### config.mk
export PLATFORM = sky130hd
export DESIGN_NAME = host_idle_watchdog
export DESIGN_NICKNAME = d
export VERILOG_FILES = /design/src/rtl/wdg_pkg.sv /design/src/rtl/wdg_mode_decode.sv /design/src/rtl/wdg_idle_counter.sv /design/src/rtl/wdg_req_gen.sv /design/src/rtl/host_idle_watchdog.sv
export SDC_FILE = /design/constraint.sdc
export NUM_CORES = 1
export LEC_CHECK = 0
export ABC_AREA = 0
export BUFFER_PORTS_ARGS = -buffer_cell sky130_fd_sc_hd__buf_2
export CAP_MARGIN = 20
export CORE_AREA = 3 3 40 42
export CTS_CLUSTER_DIAMETER = 50
export DETAILED_ROUTE_END_ITERATION = 12
export DIE_AREA = 0 0 43 45
export PLACE_DENSITY = 0.79
export SYNTH_ARGS = -nofsm -noshare
export SYNTH_HDL_FRONTEND = slang
export SYNTH_SLANG_ARGS = --single-unit
### constraint.sdc
create_clock -name clk -period 2.2 [get_ports clk]
set_input_delay 0.33 -clock clk [delete_from_list [all_inputs] [get_ports clk]]
set_output_delay 0.33 -clock clk [all_outputs]
set_load 0.005 [all_outputs]
### src/rtl/wdg_pkg.sv
package wdg_pkg;

    typedef enum logic [1:0] {
        WM_REGS_LONG = 2'b00,
        WM_HW_LONG   = 2'b01,
        WM_HW_SHORT  = 2'b10,
        WM_OFF       = 2'b11
    } wdg_mode_e;

    typedef enum logic [1:0] {
        ACT_NONE = 2'd0,
        ACT_REGS = 2'd1,
        ACT_HW   = 2'd2
    } wdg_act_e;

    typedef struct packed {
        logic regs;
        logic hw;
    } wdg_req_t;

    function automatic wdg_act_e action_of(wdg_mode_e m);
        case (m)
            WM_REGS_LONG: return ACT_REGS;
            WM_HW_LONG:   return ACT_HW;
            WM_HW_SHORT:  return ACT_HW;
            default:      return ACT_NONE;
        endcase
    endfunction

    function automatic logic uses_short(wdg_mode_e m);
        return m == WM_HW_SHORT;
    endfunction

endpackage

### src/rtl/wdg_mode_decode.sv
module wdg_mode_decode
    import wdg_pkg::*;
#(
    parameter int CNT_W      = 8,
    parameter int LONG_SECS  = 160,
    parameter int SHORT_SECS = 40
) (
    input  logic [1:0]       mode_raw,
    output logic [CNT_W-1:0] limit,
    output wdg_act_e         act,
    output logic             off
);
    wdg_mode_e mode;

    always_comb begin
        mode  = wdg_mode_e'(mode_raw);
        limit = uses_short(mode) ? CNT_W'(SHORT_SECS) : CNT_W'(LONG_SECS);
        act   = action_of(mode);
        off   = (mode == WM_OFF);
    end
endmodule

### src/rtl/wdg_idle_counter.sv
module wdg_idle_counter #(
    parameter int CNT_W = 8
) (
    input  logic             clk,
    input  logic             rst,
    input  logic             txn,
    input  logic             restart,
    input  logic             off,
    input  logic             tick,
    input  logic [CNT_W-1:0] limit,
    output logic             armed,
    output logic             expire
);
    logic [CNT_W-1:0] cnt;
    logic             last_sec;

    always_comb begin
        last_sec = (cnt >= limit - CNT_W'(1));
        expire   = armed && !off && !txn && !restart && tick && last_sec;
    end

    always_ff @(posedge clk) begin
        if (rst) begin
            armed <= 1'b0;
            cnt   <= '0;
        end else if (off) begin
            armed <= 1'b0;
            cnt   <= '0;
        end else if (txn) begin
            armed <= 1'b1;
            cnt   <= '0;
        end else if (restart) begin
            cnt   <= '0;
        end else if (expire) begin
            armed <= 1'b0;
            cnt   <= '0;
        end else if (armed && tick) begin
            cnt   <= cnt + CNT_W'(1);
        end
    end
endmodule

### src/rtl/wdg_req_gen.sv
module wdg_req_gen
    import wdg_pkg::*;
(
    input  logic     clk,
    input  logic     rst,
    input  logic     expire,
    input  wdg_act_e act,
    output wdg_req_t req
);
    always_ff @(posedge clk) begin
        if (rst) begin
            req <= '0;
        end else begin
            req.regs <= expire && (act == ACT_REGS);
            req.hw   <= expire && (act == ACT_HW);
        end
    end
endmodule

### src/rtl/host_idle_watchdog.sv
module host_idle_watchdog
    import wdg_pkg::*;
#(
    parameter int LONG_SECS  = 160,
    parameter int SHORT_SECS = 40
) (
    input  logic       clk,
    input  logic       rst,
    input  logic       txn_done_i,
    input  logic [1:0] mode_sel_i,
    input  logic       sec_tick_i,
    output logic       regs_default_o,
    output logic       hw_reset_o
);
    localparam int RAW_W = $clog2(LONG_SECS + 1);
    localparam int CNT_W = (RAW_W < 1) ? 1 : RAW_W;

    logic [1:0]       mode_q;
    logic             mode_changed;
    logic [CNT_W-1:0] limit;
    wdg_act_e         act;
    logic             off;
    logic             armed;
    logic             expire;
    wdg_req_t         req;

    always_ff @(posedge clk) begin
        if (rst) mode_q <= WM_REGS_LONG;
        else     mode_q <= mode_sel_i;
    end

    always_comb mode_changed = (mode_sel_i != mode_q);

    wdg_mode_decode #(
        .CNT_W(CNT_W), .LONG_SECS(LONG_SECS), .SHORT_SECS(SHORT_SECS)
    ) u_decode (
        .mode_raw(mode_sel_i), .limit(limit), .act(act), .off(off)
    );

    wdg_idle_counter #(.CNT_W(CNT_W)) u_count (
        .clk(clk), .rst(rst), .txn(txn_done_i), .restart(mode_changed),
        .off(off), .tick(sec_tick_i), .limit(limit),
        .armed(armed), .expire(expire)
    );

    wdg_req_gen u_req (
        .clk(clk), .rst(rst), .expire(expire), .act(act), .req(req)
    );

    assign regs_default_o = req.regs;
    assign hw_reset_o     = req.hw;
endmodule

### Word level (Yosys, flattened, before mapping)

Index checks and enable logic that the tools add are counted.
Widths: inputs -> output; s select.

* add/sub/neg operators: 2
* magnitude comparators: 1
* equal/unequal tests: 7
* muxes and demuxes: 5
* reductions and logical operators: 17

Operators with widths (count)
* $add 8x1->8 const B: 1
* $ge 8x8->1: 1
* $logic_and 1x1->1: 8
* $mux 8: 1
* $sub 8x1->8 const B: 1
* $eq 2x2->1 const B: 3
* $reduce_or 5->1: 1
* $eq 2x1->1 const B: 2
* $pmux 2 s2: 1
* $reduce_or 2->1: 2
* $logic_not 1->1: 3
* $mux 1: 3
* $logic_not 2->1: 1
* $ne 2x2->1: 1
* $ne 2x2->1 const B: 1
* $reduce_and 2->1: 1
* $reduce_bool 2->1: 1

* bits in registers: 13
* output and inout port bits: 2
* logic and storage cells: 37

### Longest topological paths before layout

Gate-level depths: netlist of the first run.

* depth after elaboration: 10
* gate-level depth with buffers: 8
* mapped depth without buffers: 8

### Cells and area by module

From an unflattened synthesis of the first run, not the netlist that was laid out.

* cell total of the unflattened synthesis: 107
* area, all modules: 1011.0 um^2

By module, submodules not included
* wdg_idle_counter: times used 1, cells each 81, area each 755.7 um^2, sequential area each 180.2 um^2
* wdg_mode_decode: times used 1, cells each 15, area each 113.9 um^2, sequential area each 0.0 um^2
* host_idle_watchdog: times used 1, cells each 7, area each 76.3 um^2, sequential area each 40.0 um^2
* wdg_req_gen: times used 1, cells each 4, area each 65.1 um^2, sequential area each 40.0 um^2

### Least setup slack after synthesis of the first run

Ideal clock, no wire load.

* path kind: input to register
* start point: in mode_sel_i[0]
* end point: reg u_req.req[0] (netlist name)
* arrival: 1.755 ns
* data required time: 2.085 ns
* path slack: 0.329 ns
* stages: 8
* cells stage by stage: inv_1 ha_1 inv_1 ha_1 a211o_1 a221oi_2 nor2_1 and3_1

* cells in the longest elaborated chain, start to end: 8
* elaborated cells on any way between the ends: 19
* those cells by class: add/sub (1); order compare (1); eq/ne (5); mux (2); reduce/logical (10)

RTL lines
* start: declaration: RTL line host_idle_watchdog.sv:10 `input logic [1:0] mode_sel_i,`
* parallel branches: the longest is 7 deep, another holds $sub 8x1->8
* $logic_and 1x1->1 *: RTL line wdg_req_gen.sv:15 `req.hw <= expire && (act == ACT_HW);`

Mark *: on every way between the ends.
A chain may end at the register's enable or synchronous reset.

### Final worst setup path of the first run

* start point: in mode_sel_i[0]
* end point: reg u_count.cnt[2]

* cells in the longest elaborated chain, start to end: 8
* elaborated cells on any way between the ends: 14
* those cells by class: add/sub (1); order compare (1); eq/ne (3); mux (1); reduce/logical (8)

RTL lines
* parallel branches: the longest is 7 deep, another holds $sub 8x1->8
* $reduce_or 5->1 (no source line) *
* end signal: assignment: RTL line wdg_idle_counter.sv:38 `cnt <= cnt + CNT_W'(1);`
* end: declaration: RTL line wdg_idle_counter.sv:14 `logic [CNT_W-1:0] cnt;`

Marked as above.

==> flow_metrics.py, run 1 <==
metrics = {
    "sta": {
        "period_share_pct": 84.03,
        "fin_ws_ns": 0.3514,
        "finalCriticalPeriod_ns": 1.849,
        "clock_skew_ns": 0.006357,
        "drv_slew": 0,
        "rsz0062_at_grt": "false",
        "relSlewSlack_pct": 76.63,
        "finalSetupViolations": 0,
        "hold_violations": 0,
        "tns_ns": 0,
        "max_freq_ghz": 0.5410,
        "max_slew.worst_pin.slew_ns": 0.3505,
    },
    "power": {
        "power.density_mw_per_mm2": 551.8,
        "p_total_w": 0.0004239,
        "vdd_drop_max_uv": 342.8,
        "power.leakage_nw": 0.3544,
    },
    "critical_path": {
        "r2r-start": "u_count.cnt[5]$_SDFFE_PP0P_",
        "worstSetupStartpointType": "primary input",
        "r2r-end": "u_count.cnt[2]$_SDFFE_PP0P_",
        "reg2reg_slack_ns": 0.47,
        "r2r_cells": 5,
        "worstSetupPathType": "in2reg",
        "worst_ep_required_time_ns": 2.41,
        "crit_buf_inv": 3,
        "crit_slowest_cell": "a221oi_2",
        "cp.arrival_ns": 2.06,
        "slowest_delay_ns": 0.37,
        "cpLargestDelayFamily": "compound AO/OA/AOI/OAI gates",
        "path_cells": "buf_2 > inv_1 > ha_1 > inv_1 > ha_1 > a211o_1 > a221oi_2 > o21ai_2 > nor2_1",
        "crit_fanout": 8,
        "cp-end-kind": "flop",
    },
    "die": {
        "rows": 13,
        "die-area_sq_mm": 0.001935,
        "io_pins": 8,
        "core_area_sq_mm": 0.001285,
        "die_h_um": 45,
        "initial_core_util_pct": 53.55,
        "die_w_um": 43,
    },
    "global_routing": {
        "grt_overflow": 0,
        "antenna_found_initial": 0,
        "grt_pass1_vias": 498,
        "grt_start_max_net_pins": 9,
        "grt_pass1_wl_um": 2035,
        "grt_usage_pct": 14.74,
    },
    "placed_design": {
        "gp_congestion": 0.7687,
        "pre_cts_ws_ns": 0.04760,
        "hpwl_um": 980.2,
        "io_buffer_count": 7,
    },
    "clock_tree": {
        "worstSkewPairLatency_ns": 0.28,
        "clk_pin_slew_ns": 0.07,
        "clockBufferDepth": 2,
        "cts_hold_buf": 0,
        "cts_tree": "done",
        "h-tree-depth": 1,
        "cts-root-buf": "clkbuf_4",
        "cts_made_buffers": 3,
        "clkSinkCount": 13,
        "cts_resized": 0,
        "cts_setup_buffers": 0,
    },
    "finish": {
        "antenna_cells": 0,
        "fin_nets": 97,
        "drive_above_1_share_pct": 22.22,
        "areaGrowthSynthToFinish_pct": 11.64,
    },
    "detailed_routing": {
        "ant_nets": 0,
        "drt-initial-drc-count": 6,
        "viasPerCell": 5.646,
        "finalWirelength_um": 1237,
        "dr.pass1.iters": 4,
        "route.detailed.drc": 0,
        "wl_per_cell_um": 12.89,
        "via_count": 542,
    },
    "yosys": {
        "synth_top_family_by_area": "simple AND/OR/NAND/NOR gates",
        "synthAdderAreaFrac_pct": 16.36,
        "synthCells": 70,
        "yosysSeqAreaShare_pct": 37.82,
        "yosys_warnings": 0,
        "syn_nets": 85,
        "synthesis.area_sq_um": 688.2,
        "synth_compound_area_share_pct": 8.909,
        "synthXorXnorAreaFrac_pct": 11.45,
        "avgSynthCellArea_sq_um": 9.831,
        "synth_seq_cells": 13,
        "yosys.area_share.simple_pct": 23.82,
        "synthMuxAreaShare_pct": 0,
        "synth_cell_types": 20,
    },
    "worst_hold_path": {
        "min_from": "rst",
        "hold_path_class": "in2reg",
        "whs_endpoint": "mode_q[1]$_SDFF_PP0_",
        "hold_path_depth": 2,
    },
    "outcome": {
        "status": "finished clean",
    },
    "job": {
        "max-cap-violations": 0,
    },
}
-- cells by family (layout without fill, tap and decap cells) --
| logic type | count (synthesis) | count (layout) |
|---|---|---|
| adder cells (fa/ha/maj) | 9 | 9 |
| AND/OR/NAND/NOR | 30 | 30 |
| buffers and inverters | 3 | 14 |
| XOR/XNOR | 9 | 9 |
| AO/OA/AOI/OAI | 6 | 6 |
| flip-flops | 13 | 13 |
-- sequential cells by signal, indices dropped and copies added (netlist names) --
| register | count |
|---|---|
| mode_q | 2 |
| u_count.armed | 1 |
| u_req.req | 2 |
| u_count.cnt | 8 |
-- layout make-up --
type	count	area, sq um
Tap cell	15	18.77
Fill cell	115	516.7
Multi-Input combinational cell	54	416.7
Sequential cell	13	260.3
Inverter	3	11.26
Timing Repair Buffer	7	35.03
Clock buffer	4	26.28
-- per-stage QoR --
step / utilization [%] / cell area, sq um / std cells / hold WS (ns)
3_5_place_dp: 57.74 / 742.0 / 92 / 0.5209
3_3_place_gp: 57.74 / 742.0 / 92 / 0.5093
4_1_cts: 59.79 / 768.2 / 96 / 0.2741
2_1_floorplan: - / 688.2 / 70 / 0.3967
5_1_grt: 59.79 / 768.2 / 96 / 0.2758
6_report: 59.79 / 768.2 / 96 / 0.2790
-- worst max path at each step --
stage,startpoint,end,slack [ns],cells after the start
CTS,mode_sel_i[0],u_count.cnt[2]$_SDFFE_PP0P_,0.34,9
detailed placement,mode_sel_i[0],u_count.cnt[2]$_SDFFE_PP0P_,0.05,9
finish,mode_sel_i[0],u_count.cnt[2]$_SDFFE_PP0P_,0.35,9
global route,mode_sel_i[0],u_count.cnt[3]$_SDFFE_PP0P_,0.20,9
floorplan,mode_sel_i[0],u_req.req[0]$_SDFF_PP0_,0.33,8
global placement,mode_sel_i[0],u_req.req[1]$_SDFF_PP0_,0.1,9
-- where the power goes --
part            total, W  switching [W]  internal, W
logic          0.0000357      0.0000217    0.0000139
clock network   0.000147      0.0000767    0.0000704
registers       0.000241     0.00000267     0.000238
-- cells in the final DEF, fill, tap and decap left out --
master,count
and4_1,1
xor2_1,9
ha_1,9
nor4_4,1
clkbuf_4,3
o21ai_2,1
a21oi_2,1
nor2_1,11
a31o_2,1
and3_1,4
buf_2,7
nand3_1,3
nor3_1,1
and3_2,1
a211o_1,1
nand2_1,4
or2_2,1
inv_1,3
clkbuf_1,1
dfxtp_1,13
nand4_1,3
o221a_2,1
a221oi_2,1
-- Yosys cell counts --
cell      count  area (sq um)
dfxtp_1      13         260.3
nor2_1       11         41.29
ha_1          9         112.6
xor2_1        9         78.83
and3_1        4         25.02
nand2_1       4         15.01
inv_1         3         11.26
nand3_1       3         15.01
nand4_1       3         18.77
a211o_1       1         8.760
a21oi_2       1         8.760
a221oi_2      1         15.01
a31o_2        1         8.760
and3_2        1         7.510
and4_1        1         8.760
nor3_1        1         5.000
nor4_4        1         21.27
o21ai_2       1         8.760
o221a_2       1         11.26
or2_2         1         6.260
-- layer usage --
metal | up-vias | wire length, um | part of all wire (%) | track usage, %
li1 | 269 | - | - | -
met1 | 255 | 513 | 41 | 15.20
met2 | 13 | 617 | 50 | 24.85
met3 | 5 | 74 | 6.0 | 6.375
met4 | 0 | 31 | 2.5 | 9.036
met5 | - | 0 | 0 | 0
No activity file was read; power rests on OpenSTA's default activity.
==> run 2: changes to the inputs <==
clock period = 1.75 ns   (was 2.2 ns; I/O delays follow)
==> flow_metrics.py, run 2 (synthesis results as in run 1) <==
metrics = {
    "outcome": {
        "status": "finished clean",
    },
    "clock_tree": {
        "cts-root-buf": "clkbuf_4",
        "worstSkewPairLatency_ns": 0.27,
        "h-tree-depth": 1,
        "clockBufferDepth": 2,
        "cts_tree": "done",
        "clkSinkCount": 13,
        "clk_pin_slew_ns": 0.09,
        "cts_made_buffers": 3,
        "cts_hold_buf": 0,
    },
    "sta": {
        "max_freq_ghz": 0.6151,
        "clock_skew_ns": 0.003332,
        "drv_slew": 0,
        "hold_violations": 0,
        "finalSetupViolations": 0,
        "relSlewSlack_pct": 79.64,
        "rsz0062_at_grt": "false",
        "max_slew.worst_pin.slew_ns": 0.3044,
        "tns_ns": 0,
        "period_share_pct": 92.90,
        "fin_ws_ns": 0.1243,
        "finalCriticalPeriod_ns": 1.626,
    },
    "detailed_routing": {
        "wl_met2_um": 560,
        "dr.pass1.iters": 2,
        "wl_met1_um": 586,
        "finalWirelength_um": 1198,
        "route.detailed.drc": 0,
        "drt-initial-drc-count": 9,
        "viasPerCell": 5.098,
        "via_count": 520,
        "dr_wl_met3_um": 28,
        "top_layer_used": "met4",
        "wl_per_cell_um": 11.75,
        "ant_nets": 0,
    },
    "global_routing": {
        "antenna_found_initial": 0,
        "grt_pass1_wl_um": 2035,
        "grt_overflow": 0,
        "grt_usage_pct": 15.03,
        "grt_pass1_vias": 495,
        "grt_start_max_net_pins": 9,
    },
    "critical_path": {
        "r2r_cells": 5,
        "cp.arrival_ns": 1.80,
        "worstSetupStartpointType": "flop",
        "crit_buf_inv": 0,
        "crit_cells": 5,
        "worst_ep_required_time_ns": 1.92,
        "cp-end-kind": "flop",
        "crit_fanout": 5,
        "slowest_delay_ns": 0.37,
        "worstSetupPathType": "reg2reg",
        "crit_slowest_cell": "dfxtp_1",
        "cpLargestDelayFamily": "compound AO/OA/AOI/OAI gates",
        "path_cells": "ha_1 > a211o_1 > a221oi_4 > nor2_1 > and3_1",
    },
    "placed_design": {
        "pre_cts_ws_ns": -0.2527,
        "io_buffer_count": 7,
        "placed_area_sq_um": 782.0,
        "hpwl_um": 921.8,
        "gp_congestion": 0.7382,
    },
    "die": {
        "die-area_sq_mm": 0.001935,
        "initial_core_util_pct": 53.55,
        "die_w_um": 43,
        "rows": 13,
        "io_pins": 8,
        "die_h_um": 45,
        "core_area_sq_mm": 0.001285,
    },
    "finish": {
        "antenna_cells": 0,
        "fin_nets": 103,
        "final_cell_area_sq_um": 860.8,
        "final_common_cell": "dfxtp_1",
        "largest_reg_flops": 8,
        "final_cell_mix": "dfxtp_1, nor2_1, xor2_1",
        "largest-register": "u_count.cnt",
        "areaGrowthSynthToFinish_pct": 25.09,
        "utilization_pct": 66.99,
        "top_regs": "u_count.cnt x8, mode_q x2, u_req.req x2",
        "drive_above_1_share_pct": 32.18,
    },
    "worst_hold_path": {
        "hold_path_depth": 2,
        "hold_path_class": "in2reg",
    },
    "power": {
        "vdd_drop_max_uv": 529.4,
        "power.density_mw_per_mm2": 635.0,
        "power.leakage_nw": 0.3853,
    },
    "job": {
        "max-cap-violations": 0,
    },
}
run 2: cell type report:
cell class	instances	area (sq um)
Fill cell	110	424.2
Tap cell	15	18.77
Multi-Input combinational cell	54	460.4
Timing Repair Buffer	13	80.08
Sequential cell	13	264.0
Clock buffer	4	26.28
Inverter	3	11.26
run 2: layer usage:
layer | global-route usage, % | vias up
met5 | 0 | -
met4 | 14.46 | 0
met3 | 3.984 | 2
met2 | 22.75 | 6
met1 | 16.99 | 234
li1 | - | 278
run 2: worst register-to-register path, cell delays in order (launching register included):
cell	delay (ns)
dfxtp_1	0.37
ha_1	0.21
a211o_1	0.32
a221oi_4	0.37
nor2_1	0.10
and3_1	0.17
run 2: path summary, 6_finish.rpt:
check                         startpoint                           to  slack (ns)
min                                  rst         mode_q[1]$_SDFF_PP0_        0.21
min reg2reg   u_count.armed$_SDFFE_PP0P_  u_count.cnt[1]$_SDFFE_PP0P_        0.53
max reg2reg  u_count.cnt[4]$_SDFFE_PP0P_      u_req.req[1]$_SDFF_PP0_        0.12
max          u_count.cnt[4]$_SDFFE_PP0P_      u_req.req[1]$_SDFF_PP0_        0.12
run 2: per-stage QoR:
stage	total power (W)	std cells	hold slack, ns
6_report	0.0005466	102	0.2052
5_1_grt	0.0005734	102	0.2194
4_1_cts	0.0005480	101	0.2033
3_5_place_dp	0.0003617	97	0.5014
3_3_place_gp	0.0003596	97	0.4943
2_1_floorplan	0.0003373	70	0.3292
run 2: timing repair:
item | 4_1_cts | 5_1_grt
resized for setup | 0 | 6
buffers inserted | 0 | 1
endpoints found under the setup margin | 0 | 10
hold endpoints to repair | 0 | 0
run 2: report_power, final:
group          total (W)  internal (W)  switching, W
Combinational  0.0000554     0.0000248     0.0000306
Sequential      0.000301      0.000298    0.00000299
Clock           0.000190     0.0000881      0.000102
Total           0.000547      0.000411      0.000135
